### src/rtl/lsu_pkg.sv
package lsu_pkg;

    localparam int LSU_XLEN = 64;
    localparam int ILEN     = 32;
    localparam int RIDX_W   = 5;
    localparam int IMM_W    = 12;
    localparam int NSIZES   = 4;

    localparam logic [6:0] OPC_LOAD  = 7'b0000011;
    localparam logic [6:0] OPC_STORE = 7'b0100011;

    typedef enum logic [1:0] {
        SZ_BYTE = 2'd0,
        SZ_HALF = 2'd1,
        SZ_WORD = 2'd2,
        SZ_DBL  = 2'd3
    } acc_size_e;

    typedef enum logic [1:0] {
        MK_READ = 2'd0,
        MK_ADDR = 2'd1,
        MK_DATA = 2'd2
    } mem_kind_e;

    typedef enum logic [1:0] {
        ST_IDLE,
        ST_LOAD,
        ST_SADDR,
        ST_SDATA
    } seq_state_e;

    typedef struct packed {
        logic              is_load;
        logic              is_store;
        acc_size_e         size;
        logic              zext;
        logic [RIDX_W-1:0] rd;
        logic [IMM_W-1:0]  imm;
    } op_t;

    function automatic logic [LSU_XLEN-1:0] sext_imm(input logic [IMM_W-1:0] imm);
        return {{(LSU_XLEN-IMM_W){imm[IMM_W-1]}}, imm};
    endfunction

endpackage

### src/rtl/lsu_decode.sv
module lsu_decode
    import lsu_pkg::*;
(
    input  logic [ILEN-1:0] insn,
    output op_t             op
);
    logic [6:0] opc;
    logic [2:0] f3;
    logic       unused_rs1_field;

    assign opc = insn[6:0];
    assign f3  = insn[14:12];
    assign unused_rs1_field = ^insn[19:15];

    always_comb begin
        op          = '0;
        op.size     = acc_size_e'(f3[1:0]);
        op.zext     = f3[2];
        op.rd       = insn[11:7];
        op.is_load  = (opc == OPC_LOAD) && (f3 != 3'b111);
        op.is_store = (opc == OPC_STORE) && !f3[2];
        op.imm      = op.is_store ? {insn[31:25], insn[11:7]} : insn[31:20];
    end
endmodule

### src/rtl/lsu_extend.sv
module lsu_extend
    import lsu_pkg::*;
#(
    parameter int XLEN = LSU_XLEN
) (
    input  logic [XLEN-1:0] raw,
    input  acc_size_e       size,
    input  logic            zext,
    output logic [XLEN-1:0] ext
);
    logic [XLEN-1:0] cand [NSIZES];

    for (genvar g = 0; g < NSIZES; g++) begin : g_sz
        localparam int W = 8 << g;
        if (W >= XLEN) begin : g_full
            assign cand[g] = raw;
        end else begin : g_part
            assign cand[g] = {{(XLEN-W){zext ? 1'b0 : raw[W-1]}}, raw[W-1:0]};
        end
    end

    assign ext = cand[size];
endmodule

### src/rtl/lsu_seq.sv
module lsu_seq
    import lsu_pkg::*;
#(
    parameter int XLEN = LSU_XLEN
) (
    input  logic              clk,
    input  logic              rst,
    input  logic              start_load,
    input  logic              start_store,
    input  logic [XLEN-1:0]   ea,
    input  logic [XLEN-1:0]   st_data,
    input  acc_size_e         size_in,
    input  logic              zext_in,
    input  logic [RIDX_W-1:0] rd_in,
    input  logic [XLEN-1:0]   ext_data,
    output logic              busy,
    output logic              req_valid,
    output mem_kind_e         req_kind,
    output logic [XLEN-1:0]   req_addr,
    output acc_size_e         req_size,
    output logic [XLEN-1:0]   req_wdata,
    output logic              zext_q,
    input  logic              rsp_valid,
    input  logic              rsp_fault,
    output logic              wb_valid,
    output logic [RIDX_W-1:0] wb_rd,
    output logic [XLEN-1:0]   wb_data,
    output logic              trap_valid,
    output logic [XLEN-1:0]   trap_addr
);
    seq_state_e        state;
    logic [RIDX_W-1:0] rd_q;

    assign busy      = (state != ST_IDLE);
    assign req_valid = busy;

    always_comb begin
        case (state)
            ST_SADDR: req_kind = MK_ADDR;
            ST_SDATA: req_kind = MK_DATA;
            default:  req_kind = MK_READ;
        endcase
    end

    always_ff @(posedge clk) begin
        if (rst) begin
            state      <= ST_IDLE;
            req_addr   <= '0;
            req_size   <= SZ_BYTE;
            req_wdata  <= '0;
            zext_q     <= 1'b0;
            rd_q       <= '0;
            wb_valid   <= 1'b0;
            wb_rd      <= '0;
            wb_data    <= '0;
            trap_valid <= 1'b0;
            trap_addr  <= '0;
        end else begin
            wb_valid   <= 1'b0;
            trap_valid <= 1'b0;
            case (state)
                ST_IDLE: begin
                    if (start_load || start_store) begin
                        state     <= start_load ? ST_LOAD : ST_SADDR;
                        req_addr  <= ea;
                        req_size  <= size_in;
                        req_wdata <= st_data;
                        zext_q    <= zext_in;
                        rd_q      <= rd_in;
                    end
                end
                ST_LOAD: begin
                    if (rsp_valid) begin
                        state <= ST_IDLE;
                        if (rsp_fault) begin
                            trap_valid <= 1'b1;
                            trap_addr  <= req_addr;
                        end else if (rd_q != '0) begin
                            wb_valid <= 1'b1;
                            wb_rd    <= rd_q;
                            wb_data  <= ext_data;
                        end
                    end
                end
                ST_SADDR: begin
                    if (rsp_valid) begin
                        if (rsp_fault) begin
                            state      <= ST_IDLE;
                            trap_valid <= 1'b1;
                            trap_addr  <= req_addr;
                        end else begin
                            state <= ST_SDATA;
                        end
                    end
                end
                default: begin
                    if (rsp_valid) begin
                        state <= ST_IDLE;
                        if (rsp_fault) begin
                            trap_valid <= 1'b1;
                            trap_addr  <= req_addr;
                        end
                    end
                end
            endcase
        end
    end


    wb_trap_excl_chk: assert property (@(posedge clk) disable iff (rst)
        !(wb_valid && trap_valid));


    no_zero_wb_chk: assert property (@(posedge clk) disable iff (rst)
        wb_valid |-> (wb_rd != '0));


    req_hold_chk: assert property (@(posedge clk) disable iff (rst)
        (req_valid && !rsp_valid) |=>
            (req_valid && $stable(req_addr) && $stable(req_kind) && $stable(req_size)));


    addr_fault_stop_chk: assert property (@(posedge clk) disable iff (rst)
        (req_valid && req_kind == MK_ADDR && rsp_valid && rsp_fault) |=>
            (trap_valid && !req_valid));


    data_after_addr_chk: assert property (@(posedge clk) disable iff (rst)
        (req_valid && req_kind == MK_DATA && !$past(req_valid && req_kind == MK_DATA)) |->
            $past(req_valid && req_kind == MK_ADDR && rsp_valid && !rsp_fault));


    load_fault_trap_chk: assert property (@(posedge clk) disable iff (rst)
        (req_valid && req_kind == MK_READ && rsp_valid && rsp_fault) |=>
            (trap_valid && !wb_valid && trap_addr == $past(req_addr)));
endmodule

### src/rtl/lsu_unit.sv
module lsu_unit
    import lsu_pkg::*;
#(
    parameter int XLEN = LSU_XLEN
) (
    input  logic              clk,
    input  logic              rst,
    input  logic              issue_valid,
    input  logic [ILEN-1:0]   issue_insn,
    input  logic [XLEN-1:0]   rs1_val,
    input  logic [XLEN-1:0]   rs2_val,
    output logic              busy,
    output logic              mem_req_valid,
    output logic [1:0]        mem_req_kind,
    output logic [XLEN-1:0]   mem_req_addr,
    output logic [1:0]        mem_req_size,
    output logic [XLEN-1:0]   mem_req_wdata,
    input  logic              mem_rsp_valid,
    input  logic              mem_rsp_fault,
    input  logic [XLEN-1:0]   mem_rsp_rdata,
    output logic              wb_valid,
    output logic [RIDX_W-1:0] wb_rd,
    output logic [XLEN-1:0]   wb_data,
    output logic              trap_valid,
    output logic [XLEN-1:0]   trap_addr
);
    localparam int NBYTES = XLEN / 8;

    op_t             op;
    logic [XLEN-1:0] ea;
    logic [XLEN-1:0] st_data;
    logic [XLEN-1:0] ext_data;
    mem_kind_e       kind_w;
    acc_size_e       size_w;
    logic            zext_w;
    logic            go_load;
    logic            go_store;

    lsu_decode u_dec (
        .insn (issue_insn),
        .op   (op)
    );

    assign ea       = rs1_val + XLEN'(sext_imm(op.imm));
    assign go_load  = issue_valid && !busy && op.is_load;
    assign go_store = issue_valid && !busy && op.is_store;

    always_comb begin
        for (int b = 0; b < NBYTES; b++) begin
            st_data[b*8 +: 8] = (b < (1 << op.size)) ? rs2_val[b*8 +: 8] : 8'h00;
        end
    end

    lsu_extend #(.XLEN(XLEN)) u_ext (
        .raw  (mem_rsp_rdata),
        .size (size_w),
        .zext (zext_w),
        .ext  (ext_data)
    );

    lsu_seq #(.XLEN(XLEN)) u_seq (
        .clk         (clk),
        .rst         (rst),
        .start_load  (go_load),
        .start_store (go_store),
        .ea          (ea),
        .st_data     (st_data),
        .size_in     (op.size),
        .zext_in     (op.zext),
        .rd_in       (op.rd),
        .ext_data    (ext_data),
        .busy        (busy),
        .req_valid   (mem_req_valid),
        .req_kind    (kind_w),
        .req_addr    (mem_req_addr),
        .req_size    (size_w),
        .req_wdata   (mem_req_wdata),
        .zext_q      (zext_w),
        .rsp_valid   (mem_rsp_valid),
        .rsp_fault   (mem_rsp_fault),
        .wb_valid    (wb_valid),
        .wb_rd       (wb_rd),
        .wb_data     (wb_data),
        .trap_valid  (trap_valid),
        .trap_addr   (trap_addr)
    );

    assign mem_req_kind = kind_w;
    assign mem_req_size = size_w;
endmodule

### config.mk
export PLATFORM = sky130hd
export DESIGN_NAME = lsu_unit
export DESIGN_NICKNAME = d
export VERILOG_FILES = /design/src/rtl/lsu_pkg.sv /design/src/rtl/lsu_decode.sv /design/src/rtl/lsu_extend.sv /design/src/rtl/lsu_seq.sv /design/src/rtl/lsu_unit.sv
export SDC_FILE = /design/constraint.sdc
export NUM_CORES = 1
export LEC_CHECK = 0
export BUFFER_PORTS_ARGS = -buffer_cell sky130_fd_sc_hd__buf_2
export CAP_MARGIN = 5
export CORE_AREA = 2 2 194 196
export DETAILED_ROUTE_END_ITERATION = 6
export DIE_AREA = 0 0 196 198
export GPL_ROUTABILITY_DRIVEN = 0
export PLACE_DENSITY = 0.66
export SLEW_MARGIN = 20
export SYNTH_ARGS = -nofsm -noshare
export SYNTH_HDL_FRONTEND = slang
export SYNTH_SLANG_ARGS = --single-unit
### constraint.sdc
create_clock -name clk -period 3.1 [get_ports clk]
set_input_delay 0.155 -clock clk [delete_from_list [all_inputs] [get_ports clk]]
set_output_delay 0.155 -clock clk [all_outputs]
set_load 0.05 [all_outputs]
==> metrics.cfg <==
[outcome]
status=complete, no violations

[route]
initialDrtViolationCount=881
route.detailed.drc=0
viasPerCell=5.385
dr_total_vias=15836
wl_per_cell_um=18.13
dr.pass1.iters=6
ant_nets=0
wirelength_um=53310

[clock_tree]
clk_pin_slew_worst_paths_ns=0.07
cts_buffers=31
clock-root-buffer=clkbuf_16
clkLatencyLatePin_ns=0.59
cts_tree=yes
cts_sinks=273
clk_path_buf_depth=3
h-tree-depth=1

[critical_path]
r2r-start=u_seq.state[0]$_SDFFE_PP0P_
crit_required_ns=3.59
critical_path_peak_fanout=6
startpoint_type=input port
ff2ff_setup_slack_ns=1.04
critPathCaptureType=flop
reg2regPathDepth=8
path_class=in2reg
r2r_end=u_seq.req_addr[3]$_SDFFE_PP0P_
cp.arrival_ns=3.44

[finish]
nets=2735
drive_gt1_share_pct=27.75
mostFrequentLayoutCells=buf_2 (491), nand2_1 (383), a21oi_1 (313)
area_growth_pct=41.37
mostFrequentLayoutCell=buf_2
final_core_util_pct=53.23

[timing]
final.min_clock_period_ns=2.956
hold_violations=0
period_share_pct=95.34
fin_worst_skew_ns=0.02673
timing.fmax_mhz=338.3
setup_tns_ns=0
worst_slack_ns=0.1444
slew_headroom_pct=42.71
report.final.slew_viol_count=0
tightest_slew_ns=0.8594
rsz0062_at_grt=true
setup_viol=0
fin_hold_ws_ns=0.03263

[synthesis]
syn_inst=1826
ys_ff_latch=273
ys_async_sr_fraction_pct=0
synth_area_sq_um=13920
yosysSeqAreaShare_pct=39.27
synth_fp_nets=2119
ys.flop_type=dfxtp_1
ys_warn_count=0
synth.avg_cell_area_sq_um=7.621
synth_edf_count=0
synth.distinct_cells=76

[floorplanning]
fp.dieW_um=196
die_area_sq_um=38810
start_util_pct=37.66
core-area_sq_um=36960
core.rowCount=71
ios=498
dieHeight_um=198

[place]
post-place-ws_ns=-0.5284
io_buffers=492
dp_hpwl_um=37920

[power_and_ir_drop]
vdd.ir_drop.worst_mv=0.4332
p_per_area_nw_per_um2=437.8
leakage_nw=9.025

[global_routing]
grt_use_met1_pct=32.68
overflow=0
grt_pass1_vias=15004
top_usage_layer=met2
grt_usage_pct=25.85
grt_antenna_before_repair=3
grt_max_degree=143
grt_use_met3_pct=5.008
grt_pass1_wl_um=81030
met2_usage_pct=44.27

[hold_path]
whs_path_depth=4
hp-class=in2reg
hold_path_end=u_seq.state[1]$_SDFFE_PP0P_
min_from=mem_rsp_fault

[job]
cap_violations=0

==> repair_timing <==
action / CTS / global route
setup endpoints to repair: 0 / 12
endpoints found under the hold margin: 152 / 0
hold buffers: 140 / 0
resized for setup: 0 / 9
setup buffers: 0 / 2
==> how the worst max path moves through the flow <==
stage | startpoint | endpoint | slack, ns | cells after the start
6_report | issue_insn[3] | u_seq.req_addr[47]$_SDFFE_PP0P_ | 0.14 | 17
5_1_grt | issue_insn[3] | u_seq.req_addr[56]$_SDFFE_PP0P_ | -0.03 | 18
4_1_cts | issue_insn[3] | u_seq.req_addr[42]$_SDFFE_PP0P_ | 0.09 | 18
3_5_place_dp | issue_insn[3] | u_seq.req_addr[42]$_SDFFE_PP0P_ | -0.53 | 18
3_3_place_gp | issue_insn[3] | u_seq.req_addr[42]$_SDFFE_PP0P_ | -0.47 | 18
2_1_floorplan | issue_insn[3] | u_seq.req_addr[42]$_SDFFE_PP0P_ | -0.09 | 14
==> flip-flops by register name, indices dropped and copies added (netlist names) <==
name,count
u_seq.trap_valid,1
u_seq.wb_rd,5
u_seq.rd_q,5
u_seq.trap_addr,64
u_seq.req_addr,64
u_seq.wb_valid,1
u_seq.state,2
u_seq.wb_data,64
u_seq.zext_q,1
u_seq.req_size,2
u_seq.req_wdata,64
==> synthesized netlist by cell type, drive strengths merged, types with 2 or more instances <==
master,instances,area (sq um)
ha,63,788.3
xnor2,19,166.4
nand3b,8,60.06
or3,12,75.07
inv,23,86.33
a22oi,5,37.54
a211o,3,26.28
nand4,22,143.9
and3,8,50.05
a21boi,4,30.03
nor3,18,90.09
nand2,383,1438
nand3,87,435.4
and4,3,26.28
mux2,6,67.56
buf,26,155.2
a21oi,319,1623
nand2b,2,12.51
a31oi,6,43.79
a2111o,2,22.52
and2,7,47.55
a211oi,12,100.1
or4,4,30.03
xor2,14,122.6
o311ai,8,85.08
dfxtp,273,5465
a21o,76,574.3
nor2b,7,43.79
o21a,8,60.06
o211ai,10,90.09
mux2i,3,30.03
nor2,113,424.2
a221oi,3,32.53
o21bai,18,135.1
o2111a,2,22.52
o21ai,107,543.0
nor3b,3,22.52
clkbuf,107,402.9
o31ai,4,30.03
a2111oi,2,18.77
a221o,7,70.07
or2,3,18.77
nor4,4,37.53
==> metal layers <==
metal	up-vias	routed length, um
met5	-	38
met4	6	1579
met3	108	4092
met2	709	25460
met1	7390	22140
li1	7623	-
==> cells by family after synthesis <==
family / count (synthesis) / synth area share (%)
compound gates: 604 / 26.06
xor+xnor: 33 / 2.077
fa+ha+maj: 64 / 5.808
buf+inv: 156 / 4.630
flops: 273 / 39.27
mux: 9 / 0.7013
simple gates: 687 / 21.45
==> per-stage QoR <==
stage | cell area (sq um) | power, mW | cells
floorplan | 13960 | 4.365 | 1826
global placement | 17190 | 4.817 | 2741
detailed placement | 17190 | 4.831 | 2741
CTS | 19600 | 8.656 | 2937
global route | 19670 | 8.938 | 2939
finish | 19670 | 8.612 | 2941
==> final cells by class <==
type | instances | area [sq um]
clock buffer | 41 | 873.3
clock inverter | 15 | 137.6
antenna | 2 | 5.005
timing repair buffer | 716 | 4563
sequential | 273 | 5466
inverter | 23 | 86.33
multi-input combinational | 1397 | 7948
tap | 474 | 593.1
fill | 3414 | 17280
==> worst max-delay path, stage by stage <==
cell,delay (ns)
buf_2,0.09
nor4_1,0.23
and3_2,0.25
nand3b_1,0.07
buf_4,0.17
mux2_4,0.32
ha_4,0.16
buf_4,0.13
a211oi_2,0.30
o21ai_2,0.14
a21oi_4,0.23
o211ai_2,0.21
a21o_2,0.24
a21o_1,0.21
a21oi_1,0.22
nor3_1,0.07
a221o_1,0.25
==> power breakdown <==
group | internal [mW] | leakage, nW | switching, mW
logic | 0.656 | 6.35 | 0.762
clock network | 2.07 | 0.479 | 1.60
registers | 3.51 | 2.20 | 0.00509
total | 6.24 | 9.03 | 2.37
No activity file was read; power rests on OpenSTA's default activity.
